<file path="config.mk">
export PLATFORM = sky130hd
export DESIGN_NAME = pclkgen_frac
export DESIGN_NICKNAME = d
export VERILOG_FILES = /design/src/rtl/pclkgen_pkg.sv /design/src/rtl/pclk_sync.sv /design/src/rtl/pclk_regs.sv /design/src/rtl/pclk_phase.sv /design/src/rtl/pclk_wave.sv /design/src/rtl/pclkgen_frac.sv
export SDC_FILE = /design/constraint.sdc
export NUM_CORES = 1
export LEC_CHECK = 0
export ABC_AREA = 1
export BUFFER_PORTS_ARGS = -buffer_cell sky130_fd_sc_hd__buf_2
export CAP_MARGIN = 20
export CELL_PAD_IN_SITES_DETAIL_PLACEMENT = 0
export CELL_PAD_IN_SITES_GLOBAL_PLACEMENT = 1
export CORE_UTILIZATION = 41
export CTS_CLUSTER_DIAMETER = 120
export CTS_CLUSTER_SIZE = 14
export DETAILED_ROUTE_END_ITERATION = 6
export GPL_TIMING_DRIVEN = 1
export HOLD_SLACK_MARGIN = 0.06
export PLACE_DENSITY = 0.82
export SYNTH_ARGS = -nofsm -noshare
export SYNTH_HDL_FRONTEND = slang
export SYNTH_SLANG_ARGS = --single-unit
</file>
<file path="constraint.sdc">
create_clock -name clk -period 2.77 [get_ports clk]
set_clock_uncertainty 0.05 [all_clocks]
set_input_delay 0.554 -clock clk [delete_from_list [all_inputs] [get_ports clk]]
set_output_delay 0.554 -clock clk [all_outputs]
set_load 0.03 [all_outputs]
</file>
<file path="src/rtl/pclkgen_pkg.sv">
package pclkgen_pkg;
   typedef enum logic [1:0] {
      REG_GENERAL = 2'd0,
      REG_DIVIDER = 2'd1,
      REG_EDGES   = 2'd2,
      REG_NONE    = 2'd3
   } reg_addr_e;
endpackage

</file>
<file path="src/rtl/pclk_sync.sv">
module pclk_sync #(
   parameter int STAGES = 2
) (
   input  logic clk,
   input  logic rst_n,
   input  logic d,
   output logic q
);
   generate
      if (STAGES == 0) begin : g_bypass
         assign q = d;
      end else begin : g_chain
         logic [STAGES-1:0] chain;
         for (genvar i = 0; i < STAGES; i++) begin : g_stage
            always_ff @(posedge clk or negedge rst_n) begin
               if (!rst_n) chain[i] <= 1'b0;
               else if (i == 0) chain[i] <= d;
               else chain[i] <= chain[(i == 0) ? 0 : i-1];
            end
         end
         assign q = chain[STAGES-1];
      end
   endgenerate
endmodule

</file>
<file path="src/rtl/pclk_regs.sv">
module pclk_regs
   import pclkgen_pkg::*;
#(
   parameter int DATA_W    = 32,
   parameter int DIV_W     = 12,
   parameter int FRAC_W    = 4,
   parameter int EDGE_W    = 9,
   parameter int SEL_BIT   = 20,
   parameter int FALL_LSB  = 16
) (
   input  logic              clk,
   input  logic              rst_n,
   input  logic              wr_en,
   input  logic [1:0]        wr_addr,
   input  logic [DATA_W-1:0] wr_data,
   output logic              sel_o,
   output logic [DIV_W-1:0]  div_o,
   output logic [EDGE_W-1:0] rise_o,
   output logic [EDGE_W-1:0] fall_o
);
   localparam logic [DIV_W-1:0]  DIV_RST  = DIV_W'(1) << FRAC_W;
   localparam logic [EDGE_W-1:0] FALL_RST = EDGE_W'(1);

   reg_addr_e addr;
   logic      unused_wdata;

   assign addr         = reg_addr_e'(wr_addr);
   assign unused_wdata = ^wr_data;

   always_ff @(posedge clk or negedge rst_n) begin
      if (!rst_n) begin
         sel_o  <= 1'b0;
         div_o  <= DIV_RST;
         rise_o <= '0;
         fall_o <= FALL_RST;
      end else if (wr_en) begin
         case (addr)
            REG_GENERAL: sel_o <= wr_data[SEL_BIT];
            REG_DIVIDER: div_o <= wr_data[DIV_W-1:0];
            REG_EDGES: begin
               rise_o <= wr_data[EDGE_W-1:0];
               fall_o <= wr_data[FALL_LSB +: EDGE_W];
            end
            default: ;
         endcase
      end
   end
endmodule

</file>
<file path="src/rtl/pclk_phase.sv">
module pclk_phase #(
   parameter int INT_W  = 8,
   parameter int FRAC_W = 4,
   parameter int LEN_W  = INT_W + 2
) (
   input  logic              clk,
   input  logic              rst_n,
   input  logic              step,
   input  logic [INT_W-1:0]  int_part,
   input  logic [FRAC_W-1:0] frac_part,
   output logic [LEN_W-1:0]  len_o
);
   logic [FRAC_W-1:0] acc_q;
   logic [FRAC_W:0]   sum;
   logic              carry;

   assign sum   = {1'b0, acc_q} + {1'b0, frac_part};
   assign carry = sum[FRAC_W];
   assign len_o = LEN_W'({int_part, 1'b0}) + (carry ? LEN_W'(2) : LEN_W'(0));

   always_ff @(posedge clk or negedge rst_n) begin
      if (!rst_n)    acc_q <= '0;
      else if (step) acc_q <= sum[FRAC_W-1:0];
   end
endmodule

</file>
<file path="src/rtl/pclk_wave.sv">
module pclk_wave #(
   parameter int LEN_W  = 10,
   parameter int EDGE_W = 9
) (
   input  logic              clk,
   input  logic              rst_n,
   input  logic              tick,
   input  logic              restart_req,
   input  logic [LEN_W-1:0]  len_in,
   input  logic [EDGE_W-1:0] rise_in,
   input  logic [EDGE_W-1:0] fall_in,
   output logic              load_o,
   output logic              level_o,
   output logic              ce_o,
   output logic              ps_o,
   output logic [LEN_W-1:0]  pos_o,
   output logic [LEN_W-1:0]  len_o
);
   logic [LEN_W-1:0]  pos_q, len_q, nxt_pos;
   logic [EDGE_W-1:0] rise_q, fall_q, nxt_rise, nxt_fall;
   logic              restart_q, level_q, ce_q, ps_q, last, nxt_level;

   assign last     = restart_q || (pos_q == len_q - LEN_W'(1));
   assign load_o   = tick && last;
   assign nxt_pos  = last ? '0 : pos_q + LEN_W'(1);
   assign nxt_rise = last ? rise_in : rise_q;
   assign nxt_fall = last ? fall_in : fall_q;
   assign nxt_level = (nxt_pos >= LEN_W'(nxt_rise)) && (nxt_pos < LEN_W'(nxt_fall));

   always_ff @(posedge clk or negedge rst_n) begin
      if (!rst_n) begin
         pos_q     <= '0;
         len_q     <= LEN_W'(2);
         rise_q    <= '0;
         fall_q    <= EDGE_W'(1);
         restart_q <= 1'b1;
         level_q   <= 1'b0;
         ce_q      <= 1'b0;
         ps_q      <= 1'b0;
      end else begin
         ps_q <= load_o;
         ce_q <= tick && nxt_level && !level_q;
         if (restart_req)  restart_q <= 1'b1;
         else if (tick)    restart_q <= 1'b0;
         if (tick) begin
            pos_q   <= nxt_pos;
            level_q <= nxt_level;
            if (last) begin
               len_q  <= len_in;
               rise_q <= rise_in;
               fall_q <= fall_in;
            end
         end
      end
   end

   assign level_o = level_q;
   assign ce_o    = ce_q;
   assign ps_o    = ps_q;
   assign pos_o   = pos_q;
   assign len_o   = len_q;
endmodule

</file>
<file path="src/rtl/pclkgen_frac.sv">
module pclkgen_frac #(
   parameter int DATA_W        = 32,
   parameter int DIV_W         = 12,
   parameter int FRAC_W        = 4,
   parameter int EDGE_W        = 9,
   parameter int SEL_BIT       = 20,
   parameter int FALL_LSB      = 16,
   parameter int SYNC_STAGES   = 2,
   parameter int BUS_MIN_RATIO = 2
) (
   input  logic              clk,
   input  logic              rst_n,
   input  logic              tick_bus,
   input  logic              tick_disp,
   input  logic              wr_en,
   input  logic [1:0]        wr_addr,
   input  logic [DATA_W-1:0] wr_data,
   output logic              pix_clk,
   output logic              pix_ce,
   output logic              period_start
);
   localparam int INT_W = DIV_W - FRAC_W;
   localparam int LEN_W = INT_W + 2;
   localparam logic [DIV_W-1:0] MIN_DISP = DIV_W'(1) << FRAC_W;
   localparam logic [DIV_W-1:0] MIN_BUS  = DIV_W'(BUS_MIN_RATIO) << FRAC_W;

   generate
      if (FRAC_W < 1 || INT_W < 2) begin : g_bad_div
         $error("divider needs a fraction and at least two integer bits");
      end
      if (EDGE_W > LEN_W) begin : g_bad_edge
         $error("edge field wider than the period counter");
      end
      if (SEL_BIT >= DATA_W || FALL_LSB + EDGE_W > DATA_W || DIV_W > DATA_W) begin : g_bad_map
         $error("register field outside the data word");
      end
      if (BUS_MIN_RATIO < 1) begin : g_bad_bus
         $error("bus ratio floor must be at least one");
      end
   endgenerate

   logic              sel_reg, sel_sync, src_q, switch_now, tick_sel, load;
   logic [DIV_W-1:0]  div_reg, div_min, div_eff;
   logic [EDGE_W-1:0] rise_reg, fall_reg;
   logic [LEN_W-1:0]  len_next, pos_cur, len_cur;

   pclk_regs #(
      .DATA_W(DATA_W), .DIV_W(DIV_W), .FRAC_W(FRAC_W), .EDGE_W(EDGE_W),
      .SEL_BIT(SEL_BIT), .FALL_LSB(FALL_LSB)
   ) u_regs (
      .clk(clk), .rst_n(rst_n), .wr_en(wr_en), .wr_addr(wr_addr),
      .wr_data(wr_data), .sel_o(sel_reg), .div_o(div_reg),
      .rise_o(rise_reg), .fall_o(fall_reg)
   );

   pclk_sync #(.STAGES(SYNC_STAGES)) u_sync (
      .clk(clk), .rst_n(rst_n), .d(sel_reg), .q(sel_sync)
   );

   assign switch_now = (sel_sync != src_q) && !pix_clk;

   always_ff @(posedge clk or negedge rst_n) begin
      if (!rst_n)          src_q <= 1'b0;
      else if (switch_now) src_q <= sel_sync;
   end

   assign tick_sel = src_q ? tick_disp : tick_bus;
   assign div_min  = src_q ? MIN_DISP : MIN_BUS;
   assign div_eff  = (div_reg < div_min) ? div_min : div_reg;

   pclk_phase #(.INT_W(INT_W), .FRAC_W(FRAC_W), .LEN_W(LEN_W)) u_phase (
      .clk(clk), .rst_n(rst_n), .step(load),
      .int_part(div_eff[DIV_W-1:FRAC_W]), .frac_part(div_eff[FRAC_W-1:0]),
      .len_o(len_next)
   );

   pclk_wave #(.LEN_W(LEN_W), .EDGE_W(EDGE_W)) u_wave (
      .clk(clk), .rst_n(rst_n), .tick(tick_sel), .restart_req(switch_now),
      .len_in(len_next), .rise_in(rise_reg), .fall_in(fall_reg),
      .load_o(load), .level_o(pix_clk), .ce_o(pix_ce), .ps_o(period_start),
      .pos_o(pos_cur), .len_o(len_cur)
   );
endmodule

</file>
# Word-level counts from Yosys, hierarchy flattened
# Cells that the tools add are included.
# Widths: inputs -> output; s select.
# word_totals
elab_cells,49
mem_bits_rw,0
out_inout_bits,3
romBits,0
register_bits,80
mem_count,0
in_bits,39
latchBits,0
# op_classes
add_sub_neg,4
n_eq_ne,4
muxes,9
n_div,0
n_shift,0
n_reduce_logical,13
multipliers,0
n_bitwise,0
magnitude_cmp,3
# op_table
op,n
$mux 9,2
$lt 12x6->1,1
$mux 12,1
$add 10x1->10 const B,1
$add 9x10->10,1
$eq 10x10->1,1
$ge 10x9->1,1
$lt 10x9->1,1
$mux 10,1
$sub 10x1->10 const B,1
$reduce_and 2->1,4
$mux 6,1
$add 4x4->5,1
$logic_and 1x1->1,5
$mux 1,3
$eq 2x1->1 const B,1
$eq 2x2->1 const B,1
$logic_not 2->1,1
$mux 2,1
$reduce_bool 2->1,1
$logic_not 1->1,1
$logic_or 1x1->1,1
$ne 1x1->1,1

# Longest topological paths before layout
# logic_depth
word_depth,8
mapped_depth,26
ltp_nobuf,25

# Modules after synthesis
# Synthesis repeated with hierarchy kept, for this count alone.
# hier_totals
hier_cells,645
area_unflattened_um2,4904.7
# by_module_without_submodules
module,instances,cells_per_inst,area_per_inst_um2,seq_area_each_um2
pclk_wave,1,396,2782.7,1054.8
pclk_regs,1,142,1383.8,778.2
pclk_phase,1,63,460.4,100.1
pclkgen_frac,1,42,227.7,25.0
pclk_sync,1,2,50.0,50.0

# Worst setup path before layout
# OpenSTA, ideal clock, no wires.
# synth_path
path_kind,register to register
startpoint,reg src_q
endpoint,reg u_wave.len_q[7] (netlist: u_wave.len_o[7])
slack_ns,-0.265
arrival_ns,2.903
n_path_buf,0
period_less_slack_ns,3.035
setup_ns,0.083
required_ns,2.637
path_stages_with_launch,19
cell_sequence,dfrtp_1 > ha_1 > o21ai_0 > nand2_1 > inv_2 > nor2_1 > ha_1 > inv_1 > fa_1 > or2_2 > nand2_1 > a21o_1 > ha_1 > ha_1 > nand3_1 > nor3_1 > xor2_1 > nand2_1 > o21ai_0
# synth_via
elab_chain_cells,6
word_cells_on_any_way,8
classes_between,add/sub (2); order compare (1); mux (4); reduce/logical (1)
# synth_lines
element,line,source
start: declaration,pclkgen_frac.sv:42,"logic sel_reg, sel_sync, src_q, switch_now, tick_sel, load;"
start signal: assignment,pclkgen_frac.sv:64,else if (switch_now) src_q <= sel_sync;
$mux 6,pclkgen_frac.sv:68,assign div_min = src_q ? MIN_DISP : MIN_BUS;
$lt 12x6->1,pclkgen_frac.sv:69,assign div_eff = (div_reg < div_min) ? div_min : div_reg;
$mux 12,pclkgen_frac.sv:69,
$add 4x4->5,pclk_phase.sv:17,"assign sum = {1'b0, acc_q} + {1'b0, frac_part};"
$mux 2,pclk_phase.sv:19,"assign len_o = LEN_W'({int_part, 1'b0}) + (carry ? LEN_W'(2) : LEN_W'(0));"
$add 9x10->10,pclk_phase.sv:19,
end signal: assignment,pclk_wave.sv:49,len_q <= len_in;
end: declaration,pclk_wave.sv:19,"logic [LEN_W-1:0] pos_q, len_q, nxt_pos;"
# Several ways; a longest one is shown, not always the timed one.
# A chain may end at the register's enable or synchronous reset.

# Worst setup path after layout
# layout_path
startpoint,reg u_wave.len_q[1] (netlist: u_wave.len_o[1])
endpoint,reg u_wave.level_q (netlist: u_wave.level_o)
# layout_via
elab_chain_cells,6
word_cells_on_any_way,9
classes_between,add/sub (1); order compare (2); eq/ne (1); mux (3); reduce/logical (2)
# layout_lines
element,line,source
$sub 10x1->10 (*),pclk_wave.sv:23,assign last = restart_q || (pos_q == len_q - LEN_W'(1));
$eq 10x10->1 (*),pclk_wave.sv:23,
$logic_or 1x1->1 (*),pclk_wave.sv:23,
$mux 10 or $mux 9 (tied branches),-,
$ge 10x9->1 or $lt 10x9->1 (tied branches),pclk_wave.sv:28,assign nxt_level = (nxt_pos >= LEN_W'(nxt_rise)) && (nxt_pos < LEN_W'(nxt_fall));
$logic_and 1x1->1 (*),pclk_wave.sv:28,
end signal: assignment,pclk_wave.sv:47,level_q <= nxt_level;
end: declaration,pclk_wave.sv:21,"logic restart_q, level_q, ce_q, ps_q, last, nxt_level;"
# Mark *: on every way between the ends. The rest lies on a longest branch, timed or not.

==> flow_metrics.env <==
export IMPL_crit_path_start_kind="flop"
export IMPL_grt_max_degree=46
export IMPL_routed_wl_um=10800
export IMPL_cts_sinks=79
export IMPL_worstPathArrival_ps=3320
export IMPL_synth_area_um2=4473
export IMPL_dr_first_iter_drc_count=237
export IMPL_min_period_ps=3119
export IMPL_power_mw=5.190
export IMPL_tightestPinTransition_ps=819.7
export IMPL_synth_edff_count=0
export IMPL_drc=0
export IMPL_std_cell_rows=37
export IMPL_layout_common_cells="nand2_1, dfrtp_1, buf_4"
export IMPL_top_usage_layer="met2"
export IMPL_cts_tree="yes"
export IMPL_grt_pass1_vias=3700
export IMPL_status="complete, but fails checks"
export IMPL_pin_count=42
export IMPL_slew_viol_final=0
export IMPL_max_freq_mhz=320.6
export IMPL_use_met2=0.3400
export IMPL_ys_seq_area_frac=0.4434
export IMPL_antenna_found_initial=0
export IMPL_finalHoldViolations=0
export IMPL_drv_cap=0
export IMPL_slowest_stage="dfstp_2"
export IMPL_cts_hold_buffers=0
export IMPL_synth_xor_area_share=0.02154
export IMPL_num_antenna_cells=0
export IMPL_power_leakage_nw=2.837
export IMPL_start_util=0.4275
export IMPL_final_common_cell="nand2_1"
export IMPL_cts_path_max_buffers=2
export IMPL_final_net_count=703
export IMPL_hpwl_um=8030
export IMPL_grt_use_total=0.2059
export IMPL_grt_first_pass_wirelength_um=18000
export IMPL_drive_gt1_frac=0.3146
export IMPL_max_stage_delay_ps=540
export IMPL_fp_dieW_um=106.5
export IMPL_ys_types=45
export IMPL_crit_top_cell="nand2_1"
export IMPL_via_per_inst=4.937
export IMPL_violations="setup timing"
export IMPL_crit_path_end_kind="flop"
export IMPL_synthAdderAreaFrac=0.07720
export IMPL_synth_seq_cells=79
export IMPL_setup_viol=8
export IMPL_power_density_nw_per_um2=904.3
export IMPL_grt_setup_unrepaired="true"
export IMPL_netlist_instances=535
export IMPL_ant_nets=0
export IMPL_synth_top_family_by_area="simple AND/OR/NAND/NOR gates"
export IMPL_ir_worst_vdd_uv=486.1
export IMPL_ys_flop_type="dfrtp_1"
export IMPL_relSlewSlack=0.4520
export IMPL_critical_path_class="flop to flop"
export IMPL_htree_levels=3
export IMPL_portBuffers=30
export IMPL_cts_buffers=9
export IMPL_setup_ws_ps=-349.3
export IMPL_met3_usage=0.02575
export IMPL_die_height_um=106.5
export IMPL_synth_nets=601
export IMPL_path_cells="inv_2, ha_4, or2_0, nand2_1, nor2_1, nand3_1, nor2_2, nand3_4, nand2_8, mux2i_4, ha_4, a21oi_2, o221ai_2, nand3_1, nand2_1, a21oi_1, nor2_1, nand2_1, nand2_1"
export IMPL_ctsRootBufferMaster="clkbuf_8"
export IMPL_synthMuxAreaShare=0.03049
export IMPL_finalCritPeriodShare=1.126
export IMPL_avgRoutedWirePerCell_um=13.88
export IMPL_synth_compound_area_frac=0.1301
export IMPL_gp_congestion=0.8216
export IMPL_insertion_delay_ps=360
export IMPL_gr_total_overflow=0
export IMPL_dr_pass1_iters=4
export IMPL_synth_area_per_cell_um2=8.361
export IMPL_core_um2=10460
export IMPL_crit_fanout=6
export IMPL_path_clk_slew_ps=80
export IMPL_ys_warn_count=0
export IMPL_die_area_um2=11330
export IMPL_grt_use_met1=0.2762
export IMPL_worstPathRequired_ps=2970
export IMPL_yosys_area_share_simple=0.2168
export IMPL_async_flop_share=1.000
export IMPL_holdWs_ps=148.3
export IMPL_vias=3841
export IMPL_hp_class="primary input to asynchronous set/reset pin"
export IMPL_area_growth_synth_to_final_pct=28.31
[registers in the layout, summed over array words and instances, names as in the netlist, 4 cells and up]
signal	cells
u_wave.pos_o	10
u_regs.fall_o	9
u_wave.fall_q	9
u_regs.rise_o	9
u_wave.len_o	9
u_regs.div_o	12
u_phase.acc_q	4
u_wave.rise_q	9
[per-stage QoR]
step | area [um^2] | std cells | setup slack, ps | utilization | setup TNS, ps
6_report | 5739 | 778 | -349.3 | 0.5486 | -1556
3_3_place_gp | 5279 | 754 | -354.9 | 0.5045 | -1795
4_1_cts | 5679 | 775 | -340.8 | 0.5428 | -1864
5_1_grt | 5739 | 778 | -561.8 | 0.5486 | -2970
2_1_floorplan | 4522 | 535 | -203.1 | - | -642.3
3_5_place_dp | 5279 | 754 | -469.1 | 0.5045 | -2469
[area by class of cell]
cell class              count  area, um^2
inverters                  70       270.3
clock inverters             3       65.06
well taps                 136       170.2
flip-flops and latches     79        1983
fillers                   985        4723
repair buffers            106       754.5
multi-input cells         371        2337
clock buffers              13       158.9
[repair_timing]
action,in CTS,in global routing
resized for setup,33,13
pin swaps,29,13
setup buffers,5,4
gates cloned,1,0
endpoints found under the setup margin,9,23
[where the power goes]
part | internal (mW) | switching (mW)
sequential | 1.50 | 0.237
combinational | 1.11 | 1.37
clock | 0.557 | 0.420
[synth_stat cells, types with 8 or more instances]
cell type	number	area [um^2]
nand3_1	25	125.1
a21oi_1	21	105.1
xor2_1	8	70.07
dfrtp_1	74	1852
nand2_1	125	469.2
nor2_1	32	120.1
clkbuf_1	8	30.03
o21ai_1	15	75.07
o21ai_0	54	270.3
inv_2	14	52.55
mux2i_1	8	80.08
inv_1	55	206.5
ha_1	26	325.3
[critical path, delay by kind of cell, from the launching register on]
| family | cells | cell delay, ps |
|---|---|---|
| muxes | 1 | 300 |
| adders and majority gates | 2 | 490 |
| buffers and inverters | 1 | 50 |
| DFF | 1 | 540 |
| AOI/OAI and AO/OA | 3 | 410 |
| and+or+nand+nor | 12 | 1160 |
[kinds of logic after synthesis]
kind of cell / after synthesis
compound gates: 104
xor+xnor: 11
fa+ha+maj: 27
buf+inv: 86
flops: 79
mux: 13
simple gates: 215
[final timing paths]
kind	startpoint	end	slack [ps]	cells after the start
max in group asynchronous	rst_n	u_regs.div_o[4]$_DFFE_PN1P_	1900	2
min in group clk	u_sync.g_chain.chain[0]$_DFF_PN0_	u_sync.q$_DFF_PN0_	310	0
max reg2reg	u_wave.len_o[1]$_DFFE_PN1P_	u_wave.level_o$_DFFE_PN0P_	-350	19
max	u_wave.len_o[1]$_DFFE_PN1P_	u_wave.level_o$_DFFE_PN0P_	-350	19
min	rst_n	u_wave.fall_q[8]$_DFFE_PN0P_	150	1
min reg2reg	u_sync.g_chain.chain[0]$_DFF_PN0_	u_sync.q$_DFF_PN0_	310	0
[per-layer routing]
| layer | vias up | routed length (um) |
|---|---|---|
| li1 | 1949 | - |
| met1 | 1811 | 4979 |
| met2 | 66 | 5235 |
| met3 | 15 | 396 |
| met4 | 0 | 185 |
| met5 | - | 0 |
(Power assumes the default switching activity.)
